[config.mk]
export PLATFORM = sky130hd
export DESIGN_NAME = gpio_evt_trig
export DESIGN_NICKNAME = d
export VERILOG_FILES = /design/src/rtl/gpio_evt_pkg.sv /design/src/rtl/gpio_evt_sync.sv /design/src/rtl/gpio_evt_detect.sv /design/src/rtl/gpio_evt_status.sv /design/src/rtl/gpio_evt_trig.sv
export SDC_FILE = /design/constraint.sdc
export NUM_CORES = 1
export LEC_CHECK = 0
export BUFFER_PORTS_ARGS = -buffer_cell sky130_fd_sc_hd__clkbuf_2
export CAP_MARGIN = 20
export CORE_MARGIN = 2
export CORE_UTILIZATION = 42
export DETAILED_ROUTE_END_ITERATION = 10
export HOLD_SLACK_MARGIN = 0.15
export PLACE_DENSITY = 0.76
export SETUP_SLACK_MARGIN = 0.3
export SYNTH_ARGS = -nofsm -noshare
export SYNTH_HDL_FRONTEND = slang
export SYNTH_SLANG_ARGS = --single-unit
[constraint.sdc]
create_clock -name clk -period 3.93 [get_ports clk]
set_input_delay 0.1965 -clock clk [delete_from_list [all_inputs] [get_ports clk]]
set_output_delay 0.1965 -clock clk [all_outputs]
set_load 0.02 [all_outputs]
[src/rtl/gpio_evt_pkg.sv]
package gpio_evt_pkg;

  typedef enum logic {
    DET_EDGE  = 1'b0,
    DET_LEVEL = 1'b1
  } det_mode_e;

endpackage

[src/rtl/gpio_evt_sync.sv]
module gpio_evt_sync #(
  parameter int W = 8
) (
  input  logic         clk,
  input  logic         rst_n,
  input  logic [W-1:0] din,
  output logic [W-1:0] dout
);

  logic [W-1:0] stg1_q, stg2_q;
  logic [W-1:0] stg1_d, stg2_d;

  always_comb begin
    stg1_d = din;
    stg2_d = stg1_q;
  end

  always_ff @(posedge clk or negedge rst_n) begin
    if (!rst_n) begin
      stg1_q <= '0;
      stg2_q <= '0;
    end else begin
      stg1_q <= stg1_d;
      stg2_q <= stg2_d;
    end
  end

  assign dout = stg2_q;

endmodule

[src/rtl/gpio_evt_detect.sv]
module gpio_evt_detect
  import gpio_evt_pkg::*;
#(
  parameter int NPIN = 8
) (
  input  logic            clk,
  input  logic            rst_n,
  input  logic [NPIN-1:0] pin_s,
  input  logic [NPIN-1:0] lvl_mode,
  input  logic [NPIN-1:0] pol_hi,
  output logic [NPIN-1:0] hit,
  output logic [NPIN-1:0] stat_set
);

  logic [NPIN-1:0] prev_q;
  logic [NPIN-1:0] prev_d;

  assign prev_d = pin_s;

  always_ff @(posedge clk or negedge rst_n) begin
    if (!rst_n) prev_q <= '0;
    else        prev_q <= prev_d;
  end

  for (genvar i = 0; i < NPIN; i++) begin : g_pin
    logic      on_lvl;
    logic      moved;
    det_mode_e mode;

    always_comb begin
      mode   = det_mode_e'(lvl_mode[i]);
      on_lvl = (pin_s[i] == pol_hi[i]);
      moved  = (pin_s[i] != prev_q[i]);
      // entering the active state: an edge, or the start of a level
      hit[i] = moved & on_lvl;
      case (mode)
        DET_LEVEL: stat_set[i] = on_lvl;
        default:   stat_set[i] = moved & on_lvl;
      endcase
    end
  end

endmodule

[src/rtl/gpio_evt_status.sv]
module gpio_evt_status #(
  parameter int SW = 9
) (
  input  logic          clk,
  input  logic          rst_n,
  input  logic [SW-1:0] set,
  input  logic [SW-1:0] clr,
  input  logic [SW-1:0] mask,
  output logic [SW-1:0] raw,
  output logic [SW-1:0] msk
);

  logic [SW-1:0] raw_q, raw_d;
  logic          upd_en;

  always_comb begin
    upd_en = (|set) | (|clr);
    raw_d  = (raw_q & ~clr) | set;
  end

  always_ff @(posedge clk or negedge rst_n) begin
    if (!rst_n)      raw_q <= '0;
    else if (upd_en) raw_q <= raw_d;
  end

  assign raw = raw_q;
  assign msk = raw_q & mask;

endmodule

[src/rtl/gpio_evt_trig.sv]
module gpio_evt_trig #(
  parameter int NPIN       = 8,
  parameter int LEGACY_PIN = 4
) (
  input  logic            clk,
  input  logic            rst_n,
  input  logic [NPIN-1:0] pin_in,
  input  logic [NPIN-1:0] lvl_mode,
  input  logic [NPIN-1:0] pol_hi,
  input  logic [NPIN:0]   int_mask,
  input  logic [NPIN-1:0] adc_en,
  input  logic [NPIN-1:0] dma_en,
  input  logic            dma_done,
  input  logic [NPIN:0]   stat_clr,
  output logic            adc_trig,
  output logic [NPIN-1:0] dma_req,
  output logic [NPIN:0]   raw_stat,
  output logic [NPIN:0]   msk_stat
);

  localparam int SW = NPIN + 1;

  logic [NPIN-1:0] pin_s;
  logic [NPIN-1:0] hit;
  logic [NPIN-1:0] pin_set;
  logic [SW-1:0]   all_set;

  logic            adc_src, legacy_src;
  logic            adc_q, adc_d;
  logic [NPIN-1:0] dma_q, dma_d;

  gpio_evt_sync #(.W(NPIN)) u_sync (
    .clk  (clk),
    .rst_n(rst_n),
    .din  (pin_in),
    .dout (pin_s)
  );

  gpio_evt_detect #(.NPIN(NPIN)) u_det (
    .clk     (clk),
    .rst_n   (rst_n),
    .pin_s   (pin_s),
    .lvl_mode(lvl_mode),
    .pol_hi  (pol_hi),
    .hit     (hit),
    .stat_set(pin_set)
  );

  assign all_set = {dma_done, pin_set};

  gpio_evt_status #(.SW(SW)) u_stat (
    .clk  (clk),
    .rst_n(rst_n),
    .set  (all_set),
    .clr  (stat_clr),
    .mask (int_mask),
    .raw  (raw_stat),
    .msk  (msk_stat)
  );

  if (LEGACY_PIN >= 0 && LEGACY_PIN < NPIN) begin : g_legacy
    assign legacy_src = (adc_en == '0) & hit[LEGACY_PIN];
  end else begin : g_no_legacy
    assign legacy_src = 1'b0;
  end

  always_comb begin
    adc_src = (|(hit & adc_en)) | legacy_src;
    adc_d   = adc_src & ~adc_q;
    dma_d   = hit & dma_en & int_mask[NPIN-1:0];
  end

  always_ff @(posedge clk or negedge rst_n) begin
    if (!rst_n) begin
      adc_q <= 1'b0;
      dma_q <= '0;
    end else begin
      adc_q <= adc_d;
      dma_q <= dma_d;
    end
  end

  assign adc_trig = adc_q;
  assign dma_req  = dma_q;

endmodule

* Yosys cells after proc, flatten, opt, wreduce, memory -nomap -nowiden
Index checks and enable logic that the tools add are counted.
** Storage, ports and cells
- Register bits :: 42
- Bits in latches :: 0
- RAM bits :: 0
- ROM bits :: 0
- Bits of input ports :: 61
- Output and inout port bits :: 27
- Word-level logic and storage cells :: 54
- Memories :: 0
** Operators by class
- Add/sub/neg operators :: 0
- Multiply operators :: 0
- Div/mod/pow operators :: 0
- $lt $le $gt $ge :: 0
- Equal/unequal tests :: 16
- Shift operators :: 0
- Muxes and demuxes :: 8
- Bitwise operators :: 20
- Reductions and logical operators :: 4
** Operators with widths (number)
- AND 8 bit :: 3
- AND 9 bit :: 2
- OR reduction 9 bit :: 2
- AND 1 bit :: 10
- NOT 9 bit :: 1
- OR 9 bit :: 1
- == test 1 bit :: 8
- zero test 8 bit :: 1
- 2-to-1 mux 1 bit :: 8
- inequality test 1 bit :: 8
- OR reduction 8 bit :: 1
- OR 1 bit :: 2
- NOT 1 bit :: 1

* Depth between registers and ports, before layout
Gate-level depths: netlist (run 1).
- Depth in word-level cells :: 6
- Mapped depth :: 4
- Depth with buffers taken out :: 4

* Cells and area by module
From an unflattened synthesis (run 1), not the netlist that was laid out.
** Second synthesis, totals
- Cells, all modules :: 134
- Area total of the unflattened synthesis :: 1621.6 µm²
** By module, submodules not included
- gpio_evt_detect :: times used 1, cells each 56, area an instance 495.5 µm², sequential area each 200.2 µm²
- gpio_evt_sync :: times used 1, cells each 16, area an instance 400.4 µm², sequential area each 400.4 µm²
- gpio_evt_status :: times used 1, cells each 36, area an instance 382.9 µm², sequential area each 225.2 µm²
- gpio_evt_trig :: times used 1, cells each 26, area an instance 342.8 µm², sequential area each 225.2 µm²

* Worst setup path after synthesis (run 1)
OpenSTA, ideal clock, no wires.
- Path kind :: register -> register
- Start point :: register u_det.prev_q[6]
- End point :: register adc_q, in the netlist adc_trig
- Library setup time :: 0.142 ns
- Arrival :: 1.204 ns
- Data required time :: 3.788 ns
- Setup slack :: 2.584 ns
- Stages on the path, launching flop included :: 5
- Path buffers :: 0
- Clock period less this slack :: 1.346 ns
- Cell sequence :: dfrtp_1 > and4b_1 > a31o_1 > a2111oi_2 > a41oi_1
** Between the ends
- Word-level cells in the longest chain between the ends :: 6
** RTL lines
- start: declaration :: line gpio_evt_detect.sv:15 : logic [NPIN-1:0] prev_q;
- start signal: assignment :: line gpio_evt_detect.sv:22 : else prev_q <= prev_d;
- inequality test 1 bit :: line gpio_evt_detect.sv:33 : moved = (pin_s[i] != prev_q[i]);
- AND 1 bit :: line gpio_evt_detect.sv:35 : hit[i] = moved & on_lvl;
- AND 8 bit :: line gpio_evt_trig.sv:68 : adc_src = (|(hit & adc_en)) | legacy_src;
- OR reduction 8 bit :: line gpio_evt_trig.sv:68
- OR 1 bit :: line gpio_evt_trig.sv:68
- AND 1 bit :: line gpio_evt_trig.sv:69 : adc_d = adc_src & ~adc_q;
- via adc_d :: line gpio_evt_trig.sv:29 : logic adc_q, adc_d;
- end signal: assignment :: line gpio_evt_trig.sv:75 : adc_q <= 1'b0;
- end signal: assignment :: line gpio_evt_trig.sv:78 : adc_q <= adc_d;
- end: declaration :: line gpio_evt_trig.sv:29
The timed path passes the listed nets, and every way through them passes these cells.
A chain may end at the register's enable or synchronous reset.

* Worst setup path after layout (run 1)
- Start point :: register u_sync.stg2_q[7], in the netlist u_sync.dout[7]
- End point :: register u_stat.raw_q[7], in the netlist u_stat.raw[7]
** Between the ends
- Word-level cells in the longest chain between the ends :: 5
- Elaborated cells between the ends (all ways) :: 7
- Those cells by class :: eq/ne (2); mux (1); bitwise (3); reduce/logical (1)
** RTL lines
- start: declaration :: line gpio_evt_sync.sv:10 : logic [W-1:0] stg1_q, stg2_q;
- start signal: assignment :: line gpio_evt_sync.sv:24 : stg2_q <= stg2_d;
- inequality test 1 bit / == test 1 bit (equally long branches) :: line gpio_evt_detect.sv:33, gpio_evt_detect.sv:32
- AND 1 bit :: line gpio_evt_detect.sv:38 : default: stat_set[i] = moved & on_lvl;
- 2-to-1 mux 1 bit * :: line gpio_evt_detect.sv:36 : case (mode)
- OR reduction 9 bit :: line gpio_evt_status.sv:17 : upd_en = (|set) | (|clr);
- OR 1 bit :: line gpio_evt_status.sv:17
- end signal: assignment :: line gpio_evt_status.sv:23 : else if (upd_en) raw_q <= raw_d;
- end: declaration :: line gpio_evt_status.sv:13 : logic [SW-1:0] raw_q, raw_d;
Mark *: on every way between the ends. The rest lies on a longest branch, timed or not.

==> flow_metrics.env, run 1 <==
export IMPL_netlist_area_leader_share_pct=63.4
export IMPL_synth_area_um2=1660
export IMPL_fin_nets=325
export IMPL_end_kind="register"
export IMPL_setup_tns_ns=0
export IMPL_diodes=0
export IMPL_netlist_top_cells_area="dfrtp_1, o21ai_0, xor2_1"
export IMPL_clock_sinks=42
export IMPL_reg2reg_depth=4
export IMPL_cp_start_kind="register"
export IMPL_avgSynthCellArea_um2=11.9
export IMPL_synth_edff_count=0
export IMPL_grt_pass1_vias=1407
export IMPL_async_flop_share_pct=100
export IMPL_place_area_um2=2150
export IMPL_wl_mm=3.95
export IMPL_powerDensity_nw_per_um2=372
export IMPL_core_um2=3720
export IMPL_hold_violations=0
export IMPL_dieHeight_um=66.8
export IMPL_clock_latency_ns=0.29
export IMPL_antenna_found_initial=0
export IMPL_r2r_end="u_stat.raw[7]$_DFFE_PN0P_"
export IMPL_worst_pin_slew_ns=0.267
export IMPL_drt_wirelength_per_cell_um=12.6
export IMPL_cts_resized=0
export IMPL_max_freq_ghz=0.644
export IMPL_setup_viol=0
export IMPL_num_rows=22
export IMPL_report_final_slew_viol_count=0
export IMPL_min_from="lvl_mode[6]"
export IMPL_ys_types=23
export IMPL_syn_to_final_growth_pct=54.8
export IMPL_final_cells=313
export IMPL_ys_seq_area_share_pct=63.4
export IMPL_die_x_um=66.8
export IMPL_grt_start_max_net_pins=43
export IMPL_yosysMostFrequentCell="dfrtp_1"
export IMPL_vias=1469
export IMPL_synth_flop_cell="dfrtp_1"
export IMPL_fin_hold_ws_ns=0.149
export IMPL_worstPathRequired_ns=4.11
export IMPL_reg2reg_from="u_sync.dout[7]$_DFF_PN0_"
export IMPL_yosysWarningCount=0
export IMPL_cts_max_level=2
export IMPL_synth_top_area_cell="dfrtp_1"
export IMPL_drt_iter0_markers=77
export IMPL_final_cell_area_um2=2560
export IMPL_io_pins=88
export IMPL_grt_pass1_wl_mm=6.11
export IMPL_hold_depth=3
export IMPL_drv_cap=0
export IMPL_status="finished clean"
export IMPL_die_area_um2=4460
export IMPL_synth_common_cells="dfrtp_1, o21ai_0, and2_1, inv_1, nand2_1"
export IMPL_synth_nets=200
export IMPL_clockBufferDepth=2
export IMPL_placed_cells_incl_taps=274
export IMPL_path_class="reg -> reg"
export IMPL_synth_seq_cells=42
export IMPL_ant_nets=0
export IMPL_cts_tree="built"
export IMPL_netlist_instances=139
export IMPL_groute_usage_overall_pct=18.9
export IMPL_drcViolationCount=0
export IMPL_detail_route_vias_per_cell=4.69
export IMPL_cts_root_buffer="clkbuf_8"
export IMPL_initial_utilization_pct=44.6
export IMPL_fin_crit_ns=1.55
export IMPL_hold_path_class="in -> reg"
export IMPL_cp_arrival_ns=1.73
export IMPL_peakVddDrop_mv=0.206
export IMPL_crit_fanout=7
export IMPL_hpwlAfterDp_mm=2.71
export IMPL_leakagePower_nw=1.32
export IMPL_max_slew_margin_pct=82.0
export IMPL_io_buffer_count=87
export IMPL_gp_congestion=0.794
export IMPL_grt_overflow=0
export IMPL_period_share_pct=39.5
export IMPL_clk_pin_slew_ns=0.07
export IMPL_holdPathEnd="u_stat.raw[6]$_DFFE_PN0P_"
export IMPL_rsz0062_at_grt="no"
export IMPL_cts_buffers=5
export IMPL_fin_worst_skew_ns=0.00496
export IMPL_drive_gt1_share_pct=37.0
export IMPL_r2r_slack_ns=2.38
export IMPL_firstDrtPassIters=4
## routing by layer
layer,track usage [%],part of all wire (%)
met2,33.9,51
met4,6.12,1.2
met1,21.1,40
met5,0,0
met3,6.08,7.1
## layout make-up
class                   count  area [um^2]
fillers                   282         1150
flip-flops and latches     42         1050
repair buffers            118          756
multi-input cells          88          572
clock buffers               7         86.3
well taps                  48         60.1
inverters                   9         33.8
clock inverters             1         5.00
## worst max-delay path, cell delays in order, from the launching register on
cell	delay, ns
dfrtp_1	0.46
xor2_1	0.19
o21ai_0	0.14
o21ai_0	0.10
dlygate4sd3_1	0.56
## timing repair
action                    4_1_cts  5_1_grt
buffers inserted                0        0
hold endpoints to repair       64        1
hold buffers                   29        1
## how the worst max path moves through the flow
| stage | start | to | slack [ns] | depth (start not counted) |
|---|---|---|---|---|
| after floorplan | u_det.prev_q[6]$_DFF_PN0_ | adc_trig$_DFF_PN0_ | 2.58 | 4 |
| after global placement | u_det.prev_q[6]$_DFF_PN0_ | adc_trig$_DFF_PN0_ | 2.54 | 4 |
| after detailed placement | u_det.prev_q[6]$_DFF_PN0_ | adc_trig$_DFF_PN0_ | 2.52 | 4 |
| after CTS | u_sync.dout[7]$_DFF_PN0_ | u_stat.raw[7]$_DFFE_PN0P_ | 2.39 | 4 |
| after global routing | u_sync.dout[7]$_DFF_PN0_ | u_stat.raw[7]$_DFFE_PN0P_ | 2.24 | 4 |
| final | u_sync.dout[7]$_DFF_PN0_ | u_stat.raw[7]$_DFFE_PN0P_ | 2.38 | 4 |
## where the power goes
part	internal (mW)	switching, mW	leakage, nW
Clock	0.142	0.141	0.0482
Sequential	0.462	0.0221	0.504
Combinational	0.0930	0.0937	0.770
## logic make-up after synthesis
group	share of synthesized area [%]
AO/OA/AOI/OAI	11.3
XOR/XNOR	7.40
buffers and inverters	2.04
flip-flops	63.4
multiplexers	1.21
AND/OR/NAND/NOR	14.7
## layout by cell type (no fill, tap or decap), types with 6 or more instances in the layout
cell type and n:
xnor2_1 6, clkbuf_8 6, o21ai_0 16, o22ai_1 8, dlygate4sd3_1 30, clkbuf_2 87, dfrtp_1 42, inv_1 9
and2_1 11, nand2b_1 7, xor2_1 8, nand2_1 9, and3_1 6
## flip-flops by register name, indices dropped and copies added (netlist names)
name	count
u_sync.dout	8
u_det.prev_q	8
adc_trig	1
dma_req	8
u_sync.stg1_q	8
u_stat.raw	9
## stage by stage
stage	power (mW)	setup slack [ns]	utilization, %
floorplan	0.568	2.58	-
finish	0.953	2.38	69.0
global placement	0.644	2.54	57.9
CTS	0.954	2.39	68.2
detailed placement	0.648	2.52	57.9
global route	1.01	2.24	69.0
Power figures use the tool's default switching activity.
==> inputs of run 2 (changes only) <==
--- a/config.mk
+++ b/config.mk
@@ -8,10 +8,10 @@
 export BUFFER_PORTS_ARGS = -buffer_cell sky130_fd_sc_hd__clkbuf_2
 export CAP_MARGIN = 20
 export CORE_MARGIN = 2
-export CORE_UTILIZATION = 42
+export CORE_UTILIZATION = 40
 export DETAILED_ROUTE_END_ITERATION = 10
 export HOLD_SLACK_MARGIN = 0.15
-export PLACE_DENSITY = 0.76
+export PLACE_DENSITY = 0.75
 export SETUP_SLACK_MARGIN = 0.3
 export SYNTH_ARGS = -nofsm -noshare
 export SYNTH_HDL_FRONTEND = slang
==> constraint.sdc (replaced) <==
create_clock -name clk -period 1.3 [get_ports clk]
set_input_delay 0.065 -clock clk [delete_from_list [all_inputs] [get_ports clk]]
set_output_delay 0.065 -clock clk [all_outputs]
set_load 0.02 [all_outputs]
==> run 2 against run 1 <==
The flow now finishes with violations (negative setup slack). Non-clock buffer count up 35. Clock-buffer cell count did not move. Flip-flop and latch count unchanged. Final cell count grew 12%. Core utilization grew 12 points. Maximum frequency increased by 6.8%. Total power rose to 3.6 times the previous value. Critical path depth unchanged. Clock power rose to 3.7 times the previous value. Wire length is 71% higher. Setup slack lost 2.5 ns. Highest routed layer unchanged.
==> flow_metrics.env, run 2 (synthesis gave the netlist of run 1 again) <==
export IMPL_status="finished, violations left"
export IMPL_cp_start_kind="register"
export IMPL_path_cells="and4b_1 -> a31o_1 -> a2111oi_4 -> a41oi_2"
export IMPL_clockBufferDepth=2
export IMPL_worstPathRequired_ns=1.46
export IMPL_crit_buf_inv=0
export IMPL_utilization_pct=80.5
export IMPL_wl_mm=6.74
export IMPL_drt_wirelength_per_cell_um=19.3
export IMPL_final_cell_area_um2=3220
export IMPL_ant_nets=0
export IMPL_groute_usage_overall_pct=25.8
export IMPL_rsz0062_at_grt="yes"
export IMPL_num_rows=23
export IMPL_powerDensity_nw_per_um2=1070
export IMPL_firstDrtPassIters=4
export IMPL_crit_family="compound AO/OA/AOI/OAI gates"
export IMPL_largest_reg_flops=9
export IMPL_clock_sinks=42
export IMPL_setup_viol=1
export IMPL_grt_pass1_vias=1850
export IMPL_antenna_found_initial=0
export IMPL_grt_start_max_net_pins=19
export IMPL_io_pins=88
export IMPL_path_class="reg -> reg"
export IMPL_dieHeight_um=68.4
export IMPL_grt_overflow=0
export IMPL_clk_pin_slew_ns=0.08
export IMPL_cts_max_level=2
export IMPL_place_area_um2=2230
export IMPL_cp_arrival_ns=1.61
export IMPL_slowest_stage="dfrtp_1"
export IMPL_period_share_pct=112
export IMPL_cts_tree="built"
export IMPL_final_cell_mix="clkbuf_2, dlygate4sd3_1, dfrtp_1"
export IMPL_initial_utilization_pct=41.4
export IMPL_cts_root_buffer="clkbuf_8"
export IMPL_leakagePower_nw=1.59
export IMPL_io_buffer_count=87
export IMPL_drcViolationCount=0
export IMPL_hold_path_class="in -> reg"
export IMPL_die_area_um2=4670
export IMPL_worst_pin_slew_ns=0.526
export IMPL_max_freq_ghz=0.688
export IMPL_hpwlAfterDp_mm=2.91
export IMPL_cpPeakStageDelay_ns=0.42
export IMPL_violations="negative setup slack"
export IMPL_clock_latency_ns=0.31
export IMPL_fin_crit_ns=1.45
export IMPL_hold_violations=0
export IMPL_gp_congestion=0.686
export IMPL_vias=1815
export IMPL_report_final_slew_viol_count=0
export IMPL_fin_worst_skew_ns=0.0160
export IMPL_finalWorstSetupSlack_ns=-0.154
export IMPL_finalPower_mw=3.45
export IMPL_drv_cap=0
export IMPL_detail_route_vias_per_cell=5.19
export IMPL_max_slew_margin_pct=64.9
export IMPL_hold_buffers=47
export IMPL_die_x_um=68.4
export IMPL_drt_iter0_markers=90
export IMPL_crit_fanout=4
export IMPL_cts_buffers=5
export IMPL_fin_hold_ws_ns=0.123
export IMPL_place_ws_ns=-0.118
export IMPL_drive_gt1_share_pct=48.0
export IMPL_syn_to_final_growth_pct=94.4
export IMPL_diodes=0
export IMPL_fin_nets=360
export IMPL_peakVddDrop_mv=0.857
export IMPL_end_kind="register"
export IMPL_grt_pass1_wl_mm=8.51
export IMPL_final_common_cell="clkbuf_2"
export IMPL_core_um2=4000
## run 2: cell types whose count changed in the layout (fill, tap and decap cells not counted), sizes merged
cell,delta
bufinv,+1
dlygate4sd3,+17
clkinv,-1
buf,+31
clkbuf,-13
## run 2: what timing repair did
action | in CTS | in global routing
gates resized for setup | 39 | 56
endpoints found under the hold margin | 68 | 1
buffers inserted | 3 | 8
pin swaps | 7 | 16
endpoints found under the setup margin | 17 | 26
## run 2: report_power, final
part           internal [mW]  switching [mW]  total, mW  leakage [nW]
Sequential              1.40          0.0795       1.48         0.502
Combinational          0.506           0.418      0.923          1.04
Clock                  0.576           0.473       1.05        0.0524
Total                   2.48           0.970       3.45          1.59
## run 2: routing by layer
layer / global-route usage, % / share of wire (%)
met1: 27.1 / 36
met2: 43.4 / 51
met3: 10.2 / 8.2
met4: 15.5 / 4.1
met5: 0 / 0
## run 2: worst paths after layout
check / startpoint / endpoint / slack, ns / cells past startpoint
max: u_sync.dout[6]$_DFF_PN0_ / adc_trig$_DFF_PN0_ / -0.15 / 4
min: adc_en[2] / adc_trig$_DFF_PN0_ / 0.12 / 3
max reg2reg: u_sync.dout[6]$_DFF_PN0_ / adc_trig$_DFF_PN0_ / -0.15 / 4
min reg2reg: u_sync.stg1_q[7]$_DFF_PN0_ / u_sync.dout[7]$_DFF_PN0_ / 0.35 / 0
max in group asynchronous: rst_n / u_det.prev_q[0]$_DFF_PN0_ / 0.49 / 3
min in group asynchronous: rst_n / dma_req[5]$_DFF_PN0_ / 0.26 / 2
## run 2: worst register-to-register path, stage by stage (launching register included)
cell	delay [ns]
dfrtp_1	0.42
and4b_1	0.20
a31o_1	0.22
a2111oi_4	0.34
a41oi_2	0.14
## run 2: layout make-up
type	count	area, um^2
tap	50	62.6
clock buffer	7	76.3
inverter	9	33.8
fill	187	779
multi-input combinational	88	736
timing repair buffer	153	1230
sequential	42	1050
clock inverter	1	30.0
## run 2: metrics by stage
stage | TNS (ns) | cells
6_report | -0.154 | 350
3_3_place_gp | -0.0670 | 284
3_5_place_dp | -0.118 | 284
4_1_cts | -0.0962 | 342
2_1_floorplan | -0.0413 | 139
5_1_grt | -0.211 | 350
